==> config.mk <==
export PLATFORM = sky130hd
export DESIGN_NAME = dma_cycle_seq
export DESIGN_NICKNAME = d
export VERILOG_FILES = /design/src/rtl/dcs_pkg.sv /design/src/rtl/dcs_hop.sv /design/src/rtl/dcs_fsm.sv /design/src/rtl/dcs_strobe.sv /design/src/rtl/dma_cycle_seq.sv
export SDC_FILE = /design/constraint.sdc
export NUM_CORES = 1
export LEC_CHECK = 0
export ABC_AREA = 1
export CORE_AREA = 2 2 42 44
export DETAILED_ROUTE_END_ITERATION = 8
export DIE_AREA = 0 0 44 46
export PLACE_DENSITY = 0.8
export SETUP_SLACK_MARGIN = 0.5
export SLEW_MARGIN = 20
export SYNTH_ARGS = -nofsm -noshare
export SYNTH_HDL_FRONTEND = slang
export SYNTH_SLANG_ARGS = --single-unit
==> constraint.sdc <==
create_clock -name clk -period 1.6 [get_ports clk]
set_input_delay 0.32 -clock clk [delete_from_list [all_inputs] [get_ports clk]]
set_output_delay 0.32 -clock clk [all_outputs]
set_load 0.05 [all_outputs]
==> src/rtl/dcs_pkg.sv <==
package dcs_pkg;

  typedef enum logic [2:0] {
    ST_IDLE = 3'd0,
    ST_S1   = 3'd1,
    ST_S2   = 3'd2,
    ST_S3   = 3'd3,
    ST_S4   = 3'd4
  } dcs_state_e;

  typedef enum logic [1:0] {
    MODE_DEMAND = 2'b00,
    MODE_SINGLE = 2'b01,
    MODE_BLOCK  = 2'b10,
    MODE_BLOCK2 = 2'b11
  } dcs_mode_e;

endpackage

==> src/rtl/dcs_hop.sv <==
// Flags that the next address step crosses into a new upper byte.
module dcs_hop #(
  parameter int LO_W = 8
) (
  input  logic [LO_W-1:0] lo,
  input  logic            down,
  output logic            hop
);
  always_comb begin
    if (down) hop = (lo == {LO_W{1'b0}});
    else      hop = (lo == {LO_W{1'b1}});
  end
endmodule

==> src/rtl/dcs_fsm.sv <==
// State register and next-state choice for one transfer service.
module dcs_fsm
  import dcs_pkg::*;
(
  input  logic       clk,
  input  logic       rst_n,
  input  logic       grant,
  input  logic [1:0] mode,
  input  logic       fast,
  input  logic       tc,
  input  logic       hop,
  output dcs_state_e state
);
  dcs_state_e nxt;
  logic       finish;

  always_comb begin
    finish = tc
           | (mode == MODE_SINGLE)
           | ((mode == MODE_DEMAND) & ~grant);
  end

  always_comb begin
    nxt = state;
    unique case (state)
      ST_IDLE: nxt = grant ? ST_S1 : ST_IDLE;
      ST_S1:   nxt = ST_S2;
      ST_S2:   nxt = fast ? ST_S4 : ST_S3;
      ST_S3:   nxt = ST_S4;
      ST_S4: begin
        if (finish)   nxt = ST_IDLE;
        else if (hop) nxt = ST_S1;
        else          nxt = ST_S2;
      end
      default: nxt = ST_IDLE;
    endcase
  end

  always_ff @(posedge clk) begin
    if (!rst_n) state <= ST_IDLE;
    else        state <= nxt;
  end
endmodule

==> src/rtl/dcs_strobe.sv <==
// Decodes the bus state into pin levels.
module dcs_strobe
  import dcs_pkg::*;
#(
  parameter int ADDR_W = 16,
  parameter int LO_W   = 8
) (
  input  dcs_state_e               state,
  input  logic                     tc,
  input  logic                     fast,
  input  logic [ADDR_W-1:0]        addr,
  output logic [LO_W-1:0]          addr_lo,
  output logic [ADDR_W-LO_W-1:0]   db_hi,
  output logic                     adstb,
  output logic                     aen,
  output logic                     rd_stb,
  output logic                     wr_stb,
  output logic                     eop
);
  localparam int HI_W = ADDR_W - LO_W;

  logic in_s1, in_s2, in_s3, in_s4;

  always_comb begin
    in_s1   = (state == ST_S1);
    in_s2   = (state == ST_S2);
    in_s3   = (state == ST_S3);
    in_s4   = (state == ST_S4);
    aen     = (state != ST_IDLE);
    addr_lo = aen ? addr[LO_W-1:0] : {LO_W{1'b0}};
    db_hi   = in_s1 ? addr[ADDR_W-1:LO_W] : {HI_W{1'b0}};
    adstb   = in_s1;
    rd_stb  = in_s3 | in_s4;
    wr_stb  = in_s4;
    eop     = tc & (fast ? in_s2 : in_s4);
  end
endmodule

==> src/rtl/dma_cycle_seq.sv <==
module dma_cycle_seq
  import dcs_pkg::*;
#(
  parameter int ADDR_W = 16,
  parameter int LO_W   = 8
) (
  input  logic                     clk,
  input  logic                     rst_n,
  input  logic                     grant,
  input  logic [1:0]               mode,
  input  logic                     cmp_en,
  input  logic                     mem2mem,
  input  logic                     addr_down,
  input  logic [ADDR_W-1:0]        addr,
  input  logic                     tc,
  output logic [2:0]               state,
  output logic [LO_W-1:0]          addr_lo,
  output logic [ADDR_W-LO_W-1:0]   db_hi,
  output logic                     adstb,
  output logic                     aen,
  output logic                     rd_stb,
  output logic                     wr_stb,
  output logic                     eop
);
  dcs_state_e st;
  logic       fast;
  logic       hop;

  // Compressed timing is refused for memory-to-memory work.
  assign fast  = cmp_en & ~mem2mem;
  assign state = st;

  dcs_hop #(.LO_W(LO_W)) u_hop (
    .lo   (addr[LO_W-1:0]),
    .down (addr_down),
    .hop  (hop)
  );

  dcs_fsm u_fsm (
    .clk   (clk),
    .rst_n (rst_n),
    .grant (grant),
    .mode  (mode),
    .fast  (fast),
    .tc    (tc),
    .hop   (hop),
    .state (st)
  );

  dcs_strobe #(.ADDR_W(ADDR_W), .LO_W(LO_W)) u_strobe (
    .state   (st),
    .tc      (tc),
    .fast    (fast),
    .addr    (addr),
    .addr_lo (addr_lo),
    .db_hi   (db_hi),
    .adstb   (adstb),
    .aen     (aen),
    .rd_stb  (rd_stb),
    .wr_stb  (wr_stb),
    .eop     (eop)
  );
endmodule

==> out/metrics.cfg, run 1 <==
[logic_synthesis]
syn_inst=86
synth-seq-cells=3
async_flop_share_pct=0
synth_edf_count=0
synth_nets=111
post_synth.cell_area_avg_sq_um=4.80
synthFlopType=dfxtp_1
netlist_area_sq_um=413
yosys_warnings=0
synth.largest_area_cell=nor2_1
yosys-top-cells-area=nor2_1 (25%), inv_1 (21%), dfxtp_1 (15%), nand2_1 (11%), nor2_2 (4.5%)
synth.most_common_cell=nor2_1
ys_seq_area_share_pct=14.5
synth_cell_types=16
synth_commonest_cells=nor2_1 (27), inv_1 (23), nand2_1 (12), inv_2 (4)
synth_top_area_share_pct=24.5

[sta]
crit_endpoint=eop
endpoint_type=output port

[clock_network]
cts_made_buffers=3
cts_sinks=3
htreeDepth=1
cts-hold-fix-buffers=0
clock-root-buffer=clkbuf_4
clock_path_buffers=2

[floorplanning]
io_pins=49
start_util_pct=25.6
die_h_microns=46
rows=15
fp.dieW_microns=44

[run_status]
run_status=aborted with a tool error
haltStage=global routing
first-error=[ERROR DPL-0038] Utilization greater than 100%, impossible to legalize

[place]
pre_cts_slack_ns=-0.118
io_buffers=48
dpl.hpwl_microns=1720
dp.cells=155
post_dp_cell_area_sq_um=1370
gp_routability_congestion=0.694

[grt]
grt_max_degree=10

-- logic make-up after synthesis --
family	after synthesis	synth area share (%)
and+or+nand+nor	48	48.8
DFF	3	14.5
buffers and inverters	28	25.8
AOI/OAI and AO/OA	7	10.9
-- repair_timing --
action,CTS
buffers inserted,12
gates resized for setup,29
setup endpoints to repair,24
pin swaps,8
-- per-stage QoR --
stage                     hold WS (ns)  util [%]
after floorplan                  0.467         -
after detailed placement         0.597      84.6
after CTS                        0.591      95.8
after global placement           0.595      84.6
==> run 2, diff against run 1 <==
Settings changed: CORE_AREA 2 2 42 44 to 2 2 63 65, DIE_AREA 0 0 44 46 to 0 0 65 67, PLACE_DENSITY 0.8 to not set, PLACE_DENSITY_LB_ADDON set to 0.15, SETUP_SLACK_MARGIN 0.5 to not set.
==> run 2 against run 1 <==
  * The run now ends clean
  * Synthesized cell count unchanged
  * Area after synthesis stayed put
==> out/metrics.cfg, run 2 <==
[sta]
setup_slack_ns=0.0234
slew_violations=0
maxSlewHeadroom_pct=85.2
max_freq_mhz=634
rsz0062_at_grt=true
worst_slew_pin_slew_ns=0.223
tns_ns=0
period_share_pct=98.5
setup_viol=0
finalHoldViolCount=0
period_needed_ns=1.58
fin_skew_ns=0.0000630

[cells_and_area]
fill_cells=361
layout_commonest_cell=buf_12
postLayoutCellArea_sq_um=1530
instances_no_fill=197
area_delta_synth_final_pct=270
top_regs=u_fsm.state: 3 flops
antenna-diode-count=0
nets=175
largest_reg_flops=3
regMostFlops=u_fsm.state
layout-drive-gt1-share_pct=51.7
final_cell_mix=buf_12 (24), clkdlybuf4s50_1 (22), inv_1 (20)

[logic_synthesis]
synth.most_common_cell=nor2_1
synth_commonest_cells=nor2_1 (27), inv_1 (23), nand2_1 (12), inv_2 (4)
synth_fa_ha_area_share_pct=0
synth-seq-cells=3
muxShareOfSynthArea_pct=0
synthSimpleGateAreaFrac_pct=48.8
synth_cell_types=16
ys_seq_area_share_pct=14.5
yosys-top-cells-area=nor2_1 (25%), inv_1 (21%), dfxtp_1 (15%), nand2_1 (11%), nor2_2 (4.5%)
synth_top_family_by_area=simple AND/OR/NAND/NOR gates
synth.largest_area_cell=nor2_1
synthFlopType=dfxtp_1
synth_compound_area_share_pct=10.9
async_flop_share_pct=0
post_synth.cell_area_avg_sq_um=4.80
yosys.area_share.xor_xnor_pct=0
netlist_area_sq_um=413
synth_edf_count=0
yosys_warnings=0
synth_nets=111
synth_top_area_share_pct=24.5
syn_inst=86

[clock_network]
htreeDepth=1
cts_sinks=3
cts_made_buffers=3
clk_pin_slew_worst_paths_ns=0.03
clock_latency_ns=0.22
clock_path_buffers=2
clock-root-buffer=clkbuf_8
cts_tree=done

[pwr]
pwr-share-comb_pct=69.8
leakage_nw=0.656
p_sw_w=0.000456
vdd_drop_max_mv=0.299
p_int_w=0.000585
powerDensity_nw_per_um2=682
finalPower_w=0.00104
swShare_pct=43.8
power_frac_seq_pct=9.0
p_clk_share_pct=21.1

[critical_path]
path_class=flip-flop to primary output
critPathMostFrequentCell=nor2_4
r2r-start=u_fsm.state[0]
critPathLaunch=u_fsm.state[0]
worstPathArrival_ns=1.26
critical_path_required_ns=1.28
cp_cell_sequence=nor2_4 -> inv_2 -> nor2_4 -> nor2_2 -> a211oi_4 -> buf_12
cp.buffers_inverters=2
crit_path_max_incr_delay_ns=0.36
startpoint_type=flip-flop
setup.worst_path.end_class=primary output
crit_fanout=5
critPathSlowestCell=dfxtp_4
cpLargestDelayFamily=flip-flops

[place]
gp_routability_congestion=0.687
io_buffers=48
pre_cts_slack_ns=-0.141
dp.cells=186
dpl.hpwl_microns=1600
post_dp_cell_area_sq_um=1400

[drt]
viasPerCell=3.60
wire_per_inst_microns=9.66
num_vias=710
drt_iter0_markers=15
finalWirelength_microns=1900
first_pass_iters=2
ant_nets=0
route.detailed.drc=0

[floorplanning]
io_pins=49
core_sq_um=3610
fp.dieW_microns=65
die_h_microns=67
dieArea_sq_um=4360
start_util_pct=11.5
rows=22

[worst_hold_path]
holdCritStartpoint=u_fsm.state[2]
min_path_type=flip-flop to flip-flop

[grt]
grt_pass1_wl_microns=3130
grt_max_degree=9
grt_use_total_pct=9.35
overflow=0
antenna_found_initial=0
grt_pass1_vias=695

[flow_run]
maxCapViolCount=0

[run_status]
run_status=finished clean

## run 2: cell counts after synthesis
Identical to the previous run, type by type.
## run 2: logic make-up after synthesis
| kind of cell | count (synthesis) |
|---|---|
| compound gates | 7 |
| flops | 3 |
| simple gates | 48 |
| buf+inv | 28 |
## run 2: per-stage QoR
step	util (%)	hold slack [ns]
6_report	42.3	0.579
5_1_grt	42.3	0.622
4_1_cts	41.7	0.605
3_5_place_dp	38.7	0.589
3_3_place_gp	38.7	0.593
2_1_floorplan	-	0.467
## run 2: timing repair
| item | 4_1_cts | 5_1_grt |
|---|---|---|
| resized for setup | 10 | 1 |
| endpoints found under the setup margin | 13 | 9 |
| pin swaps | 6 | 4 |
| hold buffers | 0 | 0 |
| setup buffers | 3 | 3 |
| gates cloned | 1 | 0 |
## run 2: worst paths after layout
path               endpoint  slack, ns  cells after the start
min          u_fsm.state[2]       0.58                      3
min reg2reg  u_fsm.state[2]       0.58                      3
max reg2reg  u_fsm.state[0]       0.44                      8
max                     eop       0.02                      6
## run 2: cell type report
cell class | instances | area (sq um) | share of cell area (%)
Inverter | 28 | 123 | 8.03
Multi-Input combinational cell | 55 | 425 | 27.9
Clock buffer | 4 | 45.0 | 2.95
Tap cell | 48 | 60.1 | 3.93
Timing Repair inverter | 1 | 8.76 | 0.574
Timing Repair Buffer | 58 | 793 | 52.0
Sequential cell | 3 | 71.3 | 4.67
## run 2: power by group through the flow
stage	registers, W	clock network [W]	logic [W]
4_1_cts	0.0000961	0.000225	0.000721
6_report	0.0000941	0.000220	0.000727
2_1_floorplan	0.000112	0	0.000334
3_3_place_gp	0.0000963	0	0.000683
3_5_place_dp	0.0000965	0	0.000686
5_1_grt	0.0000955	0.000235	0.000763
## run 2: routing by layer
| layer | up-vias | track usage [%] | wire length [microns] |
|---|---|---|---|
| met5 | - | 0 | 0 |
| met4 | 0 | 3.99 | 24 |
| met3 | 3 | 2.36 | 140 |
| met2 | 24 | 14.8 | 933 |
| met1 | 310 | 11.9 | 804 |
| li1 | 373 | - | - |
## run 2: worst reg2reg max path: stages, from the launching register on
cell	delay, ns
dfxtp_4	0.36
nor2_4	0.12
buf_4	0.15
nand2_8	0.08
clkinv_4	0.09
nand2_1	0.07
o21ai_2	0.07
inv_2	0.05
a21oi_2	0.11
(Power assumes the default switching activity.)
